===== src/rtl/isp_pkg.sv =====
// Package isp_pkg
// Shared command codes, frame opcodes and the frame builder for the serial
// programming sequencer. Assumes frames of four bytes, MSB first.
package isp_pkg;

    localparam int FRAME_BYTES = 4;

    // Host command codes on cmd_op
    localparam logic [2:0] OP_ENTER = 3'd0;
    localparam logic [2:0] OP_ERASE = 3'd1;
    localparam logic [2:0] OP_SIG   = 3'd2;
    localparam logic [2:0] OP_READ  = 3'd3;
    localparam logic [2:0] OP_WRITE = 3'd4;

    // Bytes placed on the wire
    localparam logic [7:0] WIRE_PREFIX = 8'hAC;
    localparam logic [7:0] ENABLE_KEY  = 8'h53;
    localparam logic [7:0] ERASE_SEL   = 8'h80;
    localparam logic [7:0] WIRE_RD     = 8'h20;
    localparam logic [7:0] WIRE_WR     = 8'h40;
    localparam logic [7:0] WIRE_SIG    = 8'h28;

    // True for commands that need programming mode and send a frame
    function automatic logic is_framed(input logic [2:0] op);
        return (op == OP_ERASE) || (op == OP_SIG) || (op == OP_READ) || (op == OP_WRITE);
    endfunction

    // Build the four-byte frame for a command, first byte in bits 31..24
    function automatic logic [31:0] build_frame(input logic [2:0] op,
                                                input logic [12:0] addr,
                                                input logic [7:0] data);
        logic [31:0] f;
        case (op)
            OP_ENTER: f = {WIRE_PREFIX, ENABLE_KEY, 16'h0000};
            OP_ERASE: f = {WIRE_PREFIX, ERASE_SEL, 16'h0000};
            OP_SIG:   f = {WIRE_SIG, 8'h00, 6'b000000, addr[1:0], 8'h00};
            OP_READ:  f = {WIRE_RD, 3'b000, addr[12:8], addr[7:0], 8'h00};
            OP_WRITE: f = {WIRE_WR, 3'b000, addr[12:8], addr[7:0], data};
            default:  f = 32'h0;
        endcase
        return f;
    endfunction

endpackage


===== src/rtl/isp_byte_shift.sv =====
// Module isp_byte_shift
// Moves one byte over a mode-0 link: SCK idles low, MOSI launches on the
// falling edge (first bit on start), MISO is taken on the rising edge.
// Each SCK half-period lasts DIV system cycles. Assumes start only when idle.
module isp_byte_shift #(
    parameter int DIV = 8
) (
    input  logic       clk,
    input  logic       rst_n,
    input  logic       start,
    input  logic [7:0] tx_byte,
    input  logic       miso,
    output logic       sck,
    output logic       mosi,
    output logic [7:0] rx_byte,
    output logic       done,
    output logic       busy
);
    localparam int DW = (DIV > 1) ? $clog2(DIV) : 1;

    logic          active;
    logic [DW-1:0] div_cnt;
    logic [2:0]    bit_idx;
    logic [7:0]    tx_sr;
    logic [7:0]    rx_sr;

    assign mosi    = tx_sr[7];
    assign rx_byte = rx_sr;
    assign busy    = active;

    // Half-period divider, SCK toggling, shift out on fall and in on rise
    always_ff @(posedge clk) begin
        if (!rst_n) begin
            active  <= 1'b0;
            div_cnt <= '0;
            bit_idx <= '0;
            tx_sr   <= '0;
            rx_sr   <= '0;
            sck     <= 1'b0;
            done    <= 1'b0;
        end else begin
            done <= 1'b0;
            if (!active) begin
                if (start) begin
                    active  <= 1'b1;
                    tx_sr   <= tx_byte;
                    sck     <= 1'b0;
                    bit_idx <= '0;
                    div_cnt <= '0;
                end
            end else if (div_cnt != DW'(DIV - 1)) begin
                div_cnt <= div_cnt + 1'b1;
            end else begin
                div_cnt <= '0;
                if (!sck) begin
                    sck   <= 1'b1;
                    rx_sr <= {rx_sr[6:0], miso};
                end else begin
                    sck <= 1'b0;
                    if (bit_idx == 3'd7) begin
                        active <= 1'b0;
                        done   <= 1'b1;
                    end else begin
                        bit_idx <= bit_idx + 1'b1;
                        tx_sr   <= {tx_sr[6:0], 1'b0};
                    end
                end
            end
        end
    end

    // clock rests low whenever no byte is in flight
    a_r2_sck_idle_low: assert property (@(posedge clk) disable iff (!rst_n)
        !active |-> !sck);
    // data out holds while the clock is high
    a_r2_mosi_hold_high: assert property (@(posedge clk) disable iff (!rst_n)
        (sck && $past(sck)) |-> $stable(mosi));

endmodule


===== src/rtl/isp_wait_timer.sv =====
// Module isp_wait_timer
// One-shot down-counter. A load with count N gives one expired pulse N
// cycles later (one cycle later for N = 0). Assumes no load while running.
module isp_wait_timer #(
    parameter int W = 32
) (
    input  logic         clk,
    input  logic         rst_n,
    input  logic         load,
    input  logic [W-1:0] count,
    output logic         expired,
    output logic         running
);
    logic [W-1:0] remain;

    // Count down from the loaded value and flag the end
    always_ff @(posedge clk) begin
        if (!rst_n) begin
            remain  <= '0;
            running <= 1'b0;
            expired <= 1'b0;
        end else begin
            expired <= 1'b0;
            if (load) begin
                if (count == '0) begin
                    expired <= 1'b1;
                end else begin
                    remain  <= count - 1'b1;
                    running <= 1'b1;
                end
            end else if (running) begin
                if (remain == '0) begin
                    running <= 1'b0;
                    expired <= 1'b1;
                end else begin
                    remain <= remain - 1'b1;
                end
            end
        end
    end

    // a fresh load never lands on a running count
    a_r6_no_reload_running: assert property (@(posedge clk) disable iff (!rst_n)
        load |-> !running);
    // the end pulse stops the count
    a_r8_expire_stops: assert property (@(posedge clk) disable iff (!rst_n)
        expired |-> !running);

endmodule


===== src/rtl/isp_frame_engine.sv =====
// Module isp_frame_engine
// Sends a four-byte frame through the byte shifter, first byte from bits
// 31..24, and gathers the four reply bytes in the same order.
// Assumes start only while not busy.
module isp_frame_engine
    import isp_pkg::*;
#(
    parameter int DIV = 8
) (
    input  logic        clk,
    input  logic        rst_n,
    input  logic        start,
    input  logic [31:0] frame,
    input  logic        miso,
    output logic        sck,
    output logic        mosi,
    output logic [31:0] rx_frame,
    output logic        done,
    output logic        busy
);
    localparam int IW = $clog2(FRAME_BYTES);

    logic          active;
    logic [IW-1:0] idx;
    logic [31:0]   frame_q;
    logic          sh_start;
    logic [7:0]    sh_tx;
    logic [7:0]    sh_rx;
    logic          sh_done;
    logic          sh_busy;

    assign busy = active;

    // Pick the outgoing byte for the current position
    always_comb begin
        case (idx)
            2'd0:    sh_tx = frame_q[31:24];
            2'd1:    sh_tx = frame_q[23:16];
            2'd2:    sh_tx = frame_q[15:8];
            default: sh_tx = frame_q[7:0];
        endcase
    end

    // Step through the byte positions and store each reply byte
    always_ff @(posedge clk) begin
        if (!rst_n) begin
            active   <= 1'b0;
            idx      <= '0;
            frame_q  <= '0;
            sh_start <= 1'b0;
            rx_frame <= '0;
            done     <= 1'b0;
        end else begin
            sh_start <= 1'b0;
            done     <= 1'b0;
            if (!active) begin
                if (start) begin
                    active   <= 1'b1;
                    idx      <= '0;
                    frame_q  <= frame;
                    sh_start <= 1'b1;
                end
            end else if (sh_done) begin
                case (idx)
                    2'd0:    rx_frame[31:24] <= sh_rx;
                    2'd1:    rx_frame[23:16] <= sh_rx;
                    2'd2:    rx_frame[15:8]  <= sh_rx;
                    default: rx_frame[7:0]   <= sh_rx;
                endcase
                if (idx == IW'(FRAME_BYTES - 1)) begin
                    active <= 1'b0;
                    done   <= 1'b1;
                end else begin
                    idx      <= idx + 1'b1;
                    sh_start <= 1'b1;
                end
            end
        end
    end

    isp_byte_shift #(.DIV(DIV)) u_shift (
        .clk     (clk),
        .rst_n   (rst_n),
        .start   (sh_start),
        .tx_byte (sh_tx),
        .miso    (miso),
        .sck     (sck),
        .mosi    (mosi),
        .rx_byte (sh_rx),
        .done    (sh_done),
        .busy    (sh_busy)
    );

    // a byte is only launched into an idle shifter
    a_r2_launch_idle: assert property (@(posedge clk) disable iff (!rst_n)
        sh_start |-> !sh_busy);
    // completed bytes belong to an open frame
    a_r2_done_in_frame: assert property (@(posedge clk) disable iff (!rst_n)
        sh_done |-> active);

endmodule


===== src/rtl/isp_prog_seq.sv =====
// Module isp_prog_seq
// Top of the programming sequencer. Takes host commands, drives the target
// reset (high = programming mode), runs the entry handshake with retries,
// sends command frames and applies the post-command waits before replying.
// Assumes the host holds cmd_* stable while cmd_valid is high.
module isp_prog_seq
    import isp_pkg::*;
#(
    parameter int CLK_DIV   = 40,
    parameter int STAB_CYC  = 5000,
    parameter int ERASE_CYC = 25000000,
    parameter int WRITE_CYC = 200000,
    parameter int MAX_TRIES = 32
) (
    input  logic        clk,
    input  logic        rst_n,
    input  logic        cmd_valid,
    output logic        cmd_ready,
    input  logic [2:0]  cmd_op,
    input  logic [12:0] cmd_addr,
    input  logic [7:0]  cmd_data,
    output logic        rsp_valid,
    output logic [7:0]  rsp_data,
    output logic        rsp_err,
    output logic        busy,
    output logic        isp_sck,
    output logic        isp_mosi,
    input  logic        isp_miso,
    output logic        isp_rst
);
    localparam int LONG_WAIT = (ERASE_CYC > WRITE_CYC) ? ERASE_CYC : WRITE_CYC;
    localparam int WAIT_MAX  = (LONG_WAIT > STAB_CYC) ? LONG_WAIT : STAB_CYC;
    localparam int TW        = $clog2(WAIT_MAX + 1);
    localparam int TRY_W     = $clog2(MAX_TRIES + 1);

    typedef enum logic [2:0] {
        S_IDLE, S_SETTLE, S_ENABLE, S_FRAME, S_HOLD, S_REPLY
    } seq_state_e;

    seq_state_e      state;
    logic            entered;
    logic [TRY_W-1:0] tries;
    logic            rst_q;
    logic            fe_start_q;
    logic [31:0]     fe_frame_q;
    logic            tmr_load_q;
    logic [TW-1:0]   tmr_count_q;
    logic [TW-1:0]   post_q;
    logic            rsp_valid_q;
    logic [7:0]      rsp_data_q;
    logic            rsp_err_q;
    logic [31:0]     fe_rx;
    logic            fe_done;
    logic            fe_busy;
    logic            tmr_expired;
    logic            tmr_running;

    assign cmd_ready = (state == S_IDLE);
    assign busy      = (state != S_IDLE);
    assign isp_rst   = rst_q;
    assign rsp_valid = rsp_valid_q;
    assign rsp_data  = rsp_data_q;
    assign rsp_err   = rsp_err_q;

    // Command sequencing: entry handshake, framed commands, waits, reply
    always_ff @(posedge clk) begin
        if (!rst_n) begin
            state       <= S_IDLE;
            entered     <= 1'b0;
            tries       <= '0;
            rst_q       <= 1'b0;
            fe_start_q  <= 1'b0;
            fe_frame_q  <= '0;
            tmr_load_q  <= 1'b0;
            tmr_count_q <= '0;
            post_q      <= '0;
            rsp_valid_q <= 1'b0;
            rsp_data_q  <= '0;
            rsp_err_q   <= 1'b0;
        end else begin
            fe_start_q  <= 1'b0;
            tmr_load_q  <= 1'b0;
            rsp_valid_q <= 1'b0;
            case (state)
                S_IDLE: begin
                    if (cmd_valid) begin
                        if (cmd_op == OP_ENTER) begin
                            rst_q       <= 1'b1;
                            entered     <= 1'b0;
                            tries       <= '0;
                            tmr_load_q  <= 1'b1;
                            tmr_count_q <= TW'(STAB_CYC);
                            state       <= S_SETTLE;
                        end else if (is_framed(cmd_op) && entered) begin
                            fe_start_q <= 1'b1;
                            fe_frame_q <= build_frame(cmd_op, cmd_addr, cmd_data);
                            if (cmd_op == OP_ERASE)
                                post_q <= TW'(ERASE_CYC);
                            else if (cmd_op == OP_WRITE)
                                post_q <= TW'(WRITE_CYC);
                            else
                                post_q <= '0;
                            state <= S_FRAME;
                        end else begin
                            rsp_err_q  <= 1'b1;
                            rsp_data_q <= 8'h00;
                            state      <= S_REPLY;
                        end
                    end
                end
                S_SETTLE: begin
                    if (tmr_expired) begin
                        fe_start_q <= 1'b1;
                        fe_frame_q <= build_frame(OP_ENTER, 13'd0, 8'd0);
                        state      <= S_ENABLE;
                    end
                end
                S_ENABLE: begin
                    if (fe_done) begin
                        rsp_data_q <= fe_rx[15:8];
                        if (fe_rx[15:8] == ENABLE_KEY) begin
                            entered   <= 1'b1;
                            rsp_err_q <= 1'b0;
                            state     <= S_REPLY;
                        end else if (tries == TRY_W'(MAX_TRIES - 1)) begin
                            tries     <= tries + 1'b1;
                            rst_q     <= 1'b0;
                            rsp_err_q <= 1'b1;
                            state     <= S_REPLY;
                        end else begin
                            tries       <= tries + 1'b1;
                            tmr_load_q  <= 1'b1;
                            tmr_count_q <= TW'(STAB_CYC);
                            state       <= S_SETTLE;
                        end
                    end
                end
                S_FRAME: begin
                    if (fe_done) begin
                        rsp_data_q  <= fe_rx[7:0];
                        rsp_err_q   <= 1'b0;
                        tmr_load_q  <= 1'b1;
                        tmr_count_q <= post_q;
                        state       <= S_HOLD;
                    end
                end
                S_HOLD: begin
                    if (tmr_expired) state <= S_REPLY;
                end
                S_REPLY: begin
                    rsp_valid_q <= 1'b1;
                    state       <= S_IDLE;
                end
                default: state <= S_IDLE;
            endcase
        end
    end

    isp_frame_engine #(.DIV(CLK_DIV)) u_frame (
        .clk      (clk),
        .rst_n    (rst_n),
        .start    (fe_start_q),
        .frame    (fe_frame_q),
        .miso     (isp_miso),
        .sck      (isp_sck),
        .mosi     (isp_mosi),
        .rx_frame (fe_rx),
        .done     (fe_done),
        .busy     (fe_busy)
    );

    isp_wait_timer #(.W(TW)) u_timer (
        .clk     (clk),
        .rst_n   (rst_n),
        .load    (tmr_load_q),
        .count   (tmr_count_q),
        .expired (tmr_expired),
        .running (tmr_running)
    );

    // no clocking while the target is released
    a_r3_quiet_when_released: assert property (@(posedge clk) disable iff (!rst_n)
        !isp_rst |-> !isp_sck);
    // attempt count stays within its limit
    a_r5_tries_bound: assert property (@(posedge clk) disable iff (!rst_n)
        tries <= TRY_W'(MAX_TRIES));
    // clock stays low during a post-command wait
    a_r6_hold_quiet: assert property (@(posedge clk) disable iff (!rst_n)
        (state == S_HOLD) |-> !isp_sck);
    // accepted commands raise busy next cycle
    a_r10_accept_busy: assert property (@(posedge clk) disable iff (!rst_n)
        (cmd_valid && cmd_ready) |=> busy);
    // frames and timers only run under busy
    a_r10_frame_under_busy: assert property (@(posedge clk) disable iff (!rst_n)
        (fe_busy || tmr_running) |-> busy);
    // response strobe lasts one cycle
    a_r10_rsp_single: assert property (@(posedge clk) disable iff (!rst_n)
        rsp_valid |=> !rsp_valid);

endmodule


===== config.mk =====
export PLATFORM = sky130hd
export DESIGN_NAME = isp_prog_seq
export DESIGN_NICKNAME = d
export VERILOG_FILES = /design/src/rtl/isp_pkg.sv /design/src/rtl/isp_byte_shift.sv /design/src/rtl/isp_wait_timer.sv /design/src/rtl/isp_frame_engine.sv /design/src/rtl/isp_prog_seq.sv
export SDC_FILE = /design/constraint.sdc
export NUM_CORES = 1
export LEC_CHECK = 0
export BUFFER_PORTS_ARGS = -buffer_cell sky130_fd_sc_hd__buf_4
export CORE_MARGIN = 2
export CORE_UTILIZATION = 25
export DETAILED_ROUTE_END_ITERATION = 8
export PLACE_DENSITY = 0.38
export RECOVER_POWER = 25
export SLEW_MARGIN = 20
export SYNTH_ARGS = -nofsm -noshare
export SYNTH_HDL_FRONTEND = slang
export SYNTH_SLANG_ARGS = --single-unit

===== constraint.sdc =====
create_clock -name clk -period 2.6 [get_ports clk]
set_input_delay 0.39 -clock clk [delete_from_list [all_inputs] [get_ports clk]]
set_output_delay 0.39 -clock clk [all_outputs]
set_load 0.02 [all_outputs]

======== After elaboration in Yosys (flattened, before gate mapping) ========
Index checks and enable logic that the tools add are counted.
storage, ports and cells
  bits in registers ....................... 213
  input port bits ......................... 28
  word-level logic and storage cells ...... 230
cells by class
  $add $sub $neg .......................... 6
  eq/ne operators ......................... 37
  muxes and demuxes ....................... 115
  bitwise logic cells ..................... 7
  reduce and logical (&&, ||, !) cells .... 36
operators by type and width
  operator                                            number
  2-to-1 mux 25 bit                                   11
  2-to-1 mux 32 bit                                   4
  one-hot mux 32 bit (4 select lines)                 1
  2-to-1 mux 8 bit                                    10
  one-hot mux 25 bit (3 select lines)                 1
  one-hot mux 32 bit (2 select lines)                 1
  2-to-1 mux 1 bit                                    52
  zero test 25 bit                                    2
  subtractor 25 x 1 -> 25 bit, second input constant  2
  one-hot mux 8 bit (3 select lines)                  2
  2-to-1 mux 3 bit                                    14
  2-to-1 mux 6 bit                                    7
  != test 2 bit, second input constant                14
  AND reduction 5 bit                                 4
  2-to-1 mux 18 bit                                   1
  AND reduction 3 bit                                 6
  one-hot mux 3 bit (5 select lines)                  1
  AND reduction 7 bit                                 2
  adder 6 x 1 -> 6 bit, second input constant         2
  == test 3 x 2 -> 1 bit, second input constant       4
  == test 3 bit, second input constant                4
  != test 2 x 1 -> 1 bit, second input constant       6
  one-hot mux 6 bit (2 select lines)                  1
  AND reduction 6 bit                                 2
  23 further kinds                                    47

======== Depth between registers and ports, before layout ========
  depth in word-level cells ............... 9
  depth in mapped cells ................... 9
  gate-level depth less buffers ........... 8

======== Modules after synthesis ========
From an unflattened synthesis, not the netlist that was laid out.
unflattened totals
  cells, all modules ...................... 1092
  area total of the unflattened synthesis .. 9320.2 um2
modules (own cells, without submodules)
  module            times used  cells each  area an instance (um2)
  isp_frame_engine  1           310         2782.7
  isp_prog_seq      1           295         2630.0
  isp_wait_timer    1           343         2600.0
  isp_byte_shift    1           144         1307.5

======== Worst setup path before layout ========
Ideal clock, no wire load.
  path kind ............................... register to register
  start ................................... register state[0]
  end ..................................... register fe_frame_q[29]
  setup time .............................. 0.070 ns
  arrival time ............................ 2.425 ns
  data required time ...................... 2.530 ns
  setup slack ............................. 0.105 ns
  cell stages (with the launch flop) ...... 9
  buffers on the path ..................... 2
  path through ............................ dfxtp_1 > buf_2 > nor3_4 > inv_1 > or4_1 > buf_2 > or4b_4 > a21boi_1 > a21oi_1
between the ends
  longest elaborated chain between the ends .. 3
  elaborated cells between the ends (all ways) .. 9
ends and longest elaborated chain
  item                                                             line                 RTL
  start, declared                                                  isp_prog_seq.sv:40   seq_state_e state;
  start signal, assigned                                           isp_prog_seq.sv:68   state <= S_IDLE;
  start signal, assigned                                           isp_prog_seq.sv:93   state <= S_SETTLE;
  start signal, assigned                                           isp_prog_seq.sv:103  state <= S_FRAME;
  zero test 3 bit *                                                n/a
  named net cmd_ready                                              isp_prog_seq.sv:18   output logic cmd_ready,
  != test 2 x 1 -> 1 bit (no source line) (tied with other cells)  n/a
  AND reduction 5 bit (no source line)                             n/a
  end signal, assigned                                             isp_prog_seq.sv:96   fe_frame_q <= build_frame(cmd_op, cmd_addr, cmd_data);
  end signal, assigned                                             isp_prog_seq.sv:114  fe_frame_q <= build_frame(OP_ENTER, 13'd0, 8'd0);
  end, declared                                                    isp_prog_seq.sv:45   logic [31:0] fe_frame_q;
Mark *: on every way through the listed nets, which the timed path passes. The rest lies on a longest branch.
A chain may end at the register's enable or synchronous reset.

======== Final worst setup path ========
  start ................................... register tmr_load_q
  end ..................................... register u_timer.remain[15]
between the ends
  longest elaborated chain between the ends .. 2
  elaborated cells between the ends (all ways) .. 5
ends and longest elaborated chain
  item                                                                  line                  RTL
  start, declared                                                       isp_prog_seq.sv:46    logic tmr_load_q;
  start signal, assigned                                                isp_prog_seq.sv:74    tmr_load_q <= 1'b0;
  start signal, assigned                                                isp_prog_seq.sv:82    tmr_load_q <= 1'b0;
  start signal, assigned                                                isp_prog_seq.sv:91    tmr_load_q <= 1'b1;
  != test 2 bit (no source line) or nonzero test 2 bit (tied branches)  n/a
  AND reduction 3 bit (no source line)                                  n/a
  end signal, assigned                                                  isp_wait_timer.sv:28  remain <= count - 1'b1;
  end signal, assigned                                                  isp_wait_timer.sv:36  remain <= remain - 1'b1;
  end, declared                                                         isp_wait_timer.sv:14  logic [W-1:0] remain;
Parallel ways exist; a longest one is shown, timed or not.

==> results.toml <==
[logic_synthesis]
async_flop_share_pct = 0
syn_area_mm2 = 0.00750
synth.distinct_cells = 70
ys_ff_latch = 162
netlist.area_leader.share_pct = 43.3
synth.area.top_cells = "dfxtp_1 (43%), nor2_1 (6.9%), a21oi_1 (6.4%), mux2i_1 (6.0%), nand2_1 (5.5%)"
synthesis.nets = 950
synth_edf_count = 0
synth_top_flop_cell = "dfxtp_1"
yosysSeqAreaShare_pct = 43.3
synth_top_area_cell = "dfxtp_1"
syn_inst = 912
syn_area_per_cell_um2 = 8.22
ys_warn_count = 0

[clocking]
cts_buffers = 17
cts_root_buf = "clkbuf_16"
cts_sinks = 162
clk_pin_slew_ns = 0.08
clock_path_buffers = 2
cts_max_level = 4
postCtsHoldBufs = 0
cts_tree = "yes"
ctsResizeCount = 0
cts_setup_buffers = 0
clk_latency_ns = 0.44

[placed_design]
routabilityCongestion = 0.760
place_ws_ns = 0.222
dp_hpwl_um = 14300
io_buffers = 42

[worst_setup_path]
r2r_setup_slack_ns = 0.21
reg2reg_depth = 7
start_kind = "flip-flop"
r2r_end = "u_timer.remain[15]$_SDFFE_PN0P_"
setup.worst_path.start = "tmr_load_q$_SDFF_PN0_"
path_class = "reg2reg"
crit_fanout = 28
critPathArrivalTime_ns = 2.74
r2r_start = "tmr_load_q$_SDFF_PN0_"
end_kind = "flip-flop"
crit_required_ns = 2.95

[power_and_ir_drop]
switching_share_pct = 33.0
ir_drop_mv = 0.342
power.switching_uw = 2220
power_density_mw_per_mm2 = 754
power.internal_uw = 4520
p_leak_uw = 0.00330
pwr-share-seq_pct = 39.0
power.share.clock_pct = 37.9
comb_power_share_pct = 23.1

[drt]
dr.pass1.iters = 5
avgViaCountPerCell = 4.82
drcViolationCount = 0
drtIter0Drc = 461
final_antenna_net_count = 0
wl_per_cell_um = 15.1
wl_um = 20600
vias = 6579

[timing]
hold_viol_final = 0
period_needed_ns = 2.39
layout_setup_ws_ns = 0.211
fmax_mhz = 419
rsz0062_at_grt = "no"
fin_crit_sh_pct = 91.9
setup_viol = 0
worst_pin_slew_ns = 1.05
maxSlewHeadroom_pct = 30.0
setup-tns-final_ns = 0
worst_clock_skew_ns = 0.0199
finalMaxSlewViolations = 0

[floorplan]
die_y_um = 177
placementRows = 63
initial_utilization_pct = 25.4
core_mm2 = 0.0296
ios = 43
die_area_mm2 = 0.0314
fp.dieW_um = 177

[global_route]
grt_pass1_vias = 6531
antenna_found_initial = 0
grt_pass1_wl_um = 34500
overflow = 0
track_usage_pct = 13.8
grt_max_degree = 70

[run]
cap_violations = 0

[status]
status = "finished, final reports clean"

[layout]
drive_above_1_share_pct = 13.4
syn_to_final_growth_pct = 19.3
diodes = 0
nNetsFinal = 1000

[hold_path]
min_path_type = "in2reg"
whs_path_depth = 3
hp-start = "cmd_addr[6]"
hold_end = "fe_frame_q[14]$_SDFFE_PN0P_"
[area by class of cell]
class / count / area (um^2)
clock buffer: 18 / 439
clock inverter: 14 / 158
fill: 3222 / 20600
inverter: 16 / 62.6
multi-input combinational: 674 / 3900
sequential: 162 / 3240
tap: 390 / 488
timing repair buffer: 91 / 648
[power groups by stage]
stage	Sequential [uW]	Combinational [uW]	Clock [uW]
global route	2640	1740	2740
CTS	2630	1570	2640
detailed placement	2690	1560	0
floorplan	2660	1070	0
finish	2630	1560	2550
global placement	2690	1580	0
[synth_stat cells, drive strengths merged (3+ instances only)]
cell    count
a211oi     19
a21oi      96
a221o       4
a222oi      4
a22oi      20
a311oi      4
a31oi       9
a32oi       3
and3        4
buf         9
clkbuf     51
dfxtp     162
ha         10
inv        15
mux2        4
mux2i      45
nand2     110
nand2b     11
nand3      21
nand4      11
nor2      138
nor2b       9
nor3       28
nor3b       5
nor4        8
o211ai      6
o21a        9
o21ai      33
o31ai       5
or2         6
or3        10
or4         4
xnor2       4
[worst max-delay path by stage]
stage / end / slack (ns) / cells after the start
6_report: u_timer.remain[15]$_SDFFE_PN0P_ / 0.21 / 7
4_1_cts: u_timer.remain[15]$_SDFFE_PN0P_ / 0.18 / 7
5_1_grt: u_timer.remain[13]$_SDFFE_PN0P_ / 0.004 / 8
3_5_place_dp: u_timer.remain[23]$_SDFFE_PN0P_ / 0.22 / 7
2_1_floorplan: fe_frame_q[29]$_SDFFE_PN0P_ / 0.11 / 8
3_3_place_gp: u_timer.remain[23]$_SDFFE_PN0P_ / 0.21 / 7
[sequential cells by signal (all words and copies together) (netlist names), 2 cells and up]
name,cells
tries,6
state,3
post_q,3
fe_frame_q,27
tmr_count_q,6
u_frame.u_shift.rx_byte,8
u_frame.idx,2
u_frame.frame_q,27
u_frame.u_shift.tx_sr,8
u_frame.rx_frame,16
u_frame.u_shift.div_cnt,6
u_frame.u_shift.bit_idx,3
rsp_data,8
u_timer.remain,25
[cells by family after synthesis]
| logic type | share of synthesized area, % |
|---|---|
| and+or+nand+nor | 23.0 |
| muxes | 6.61 |
| DFF | 43.3 |
| AOI/OAI and AO/OA | 20.1 |
| buffers and inverters | 4.66 |
| xor gates and xnor gates | 0.701 |
| adders and majority gates | 1.67 |
[routing by layer]
| layer | share of wire [%] | vias up | GRT usage, % |
|---|---|---|---|
| met5 | 0 | - | 0 |
| met4 | 1.1 | 0 | 3.41 |
| met3 | 2.5 | 16 | 2.47 |
| met2 | 44 | 99 | 21.5 |
| met1 | 52 | 3103 | 19.5 |
| li1 | - | 3361 | - |
[critical path, stage by stage (launching register included)]
cell	delay, ns
dfxtp_1	0.35
buf_4	0.24
nor4_1	0.38
o22ai_1	0.28
a211oi_1	0.36
nor3b_1	0.25
mux2_2	0.36
nor2_1	0.08
[placed cells by master, fill, tap and decap left out, drive strengths merged, types with 19 or more instances in the layout]
cell type	Yosys	layout
nand2	110	110
nor3	28	28
clkbuf	51	34
nor2	138	138
mux2i	45	45
a21oi	96	96
a22oi	20	20
buf	9	75
nand3	21	21
a211oi	19	19
inv	15	22
dfxtp	162	162
o21ai	33	33
[per-stage QoR]
step	std cells	power, uW	cell area [um^2]	hold slack [ns]	utilization, %
global route	1365	7130	8940	0.183	30.3
finish	1365	6740	8940	0.183	30.3
detailed placement	1333	4250	8410	0.445	28.4
floorplan	912	3740	7500	0.431	-
global placement	1333	4280	8410	0.442	28.4
CTS	1365	6840	9000	0.167	30.5
No activity file was read; power rests on OpenSTA's default activity.
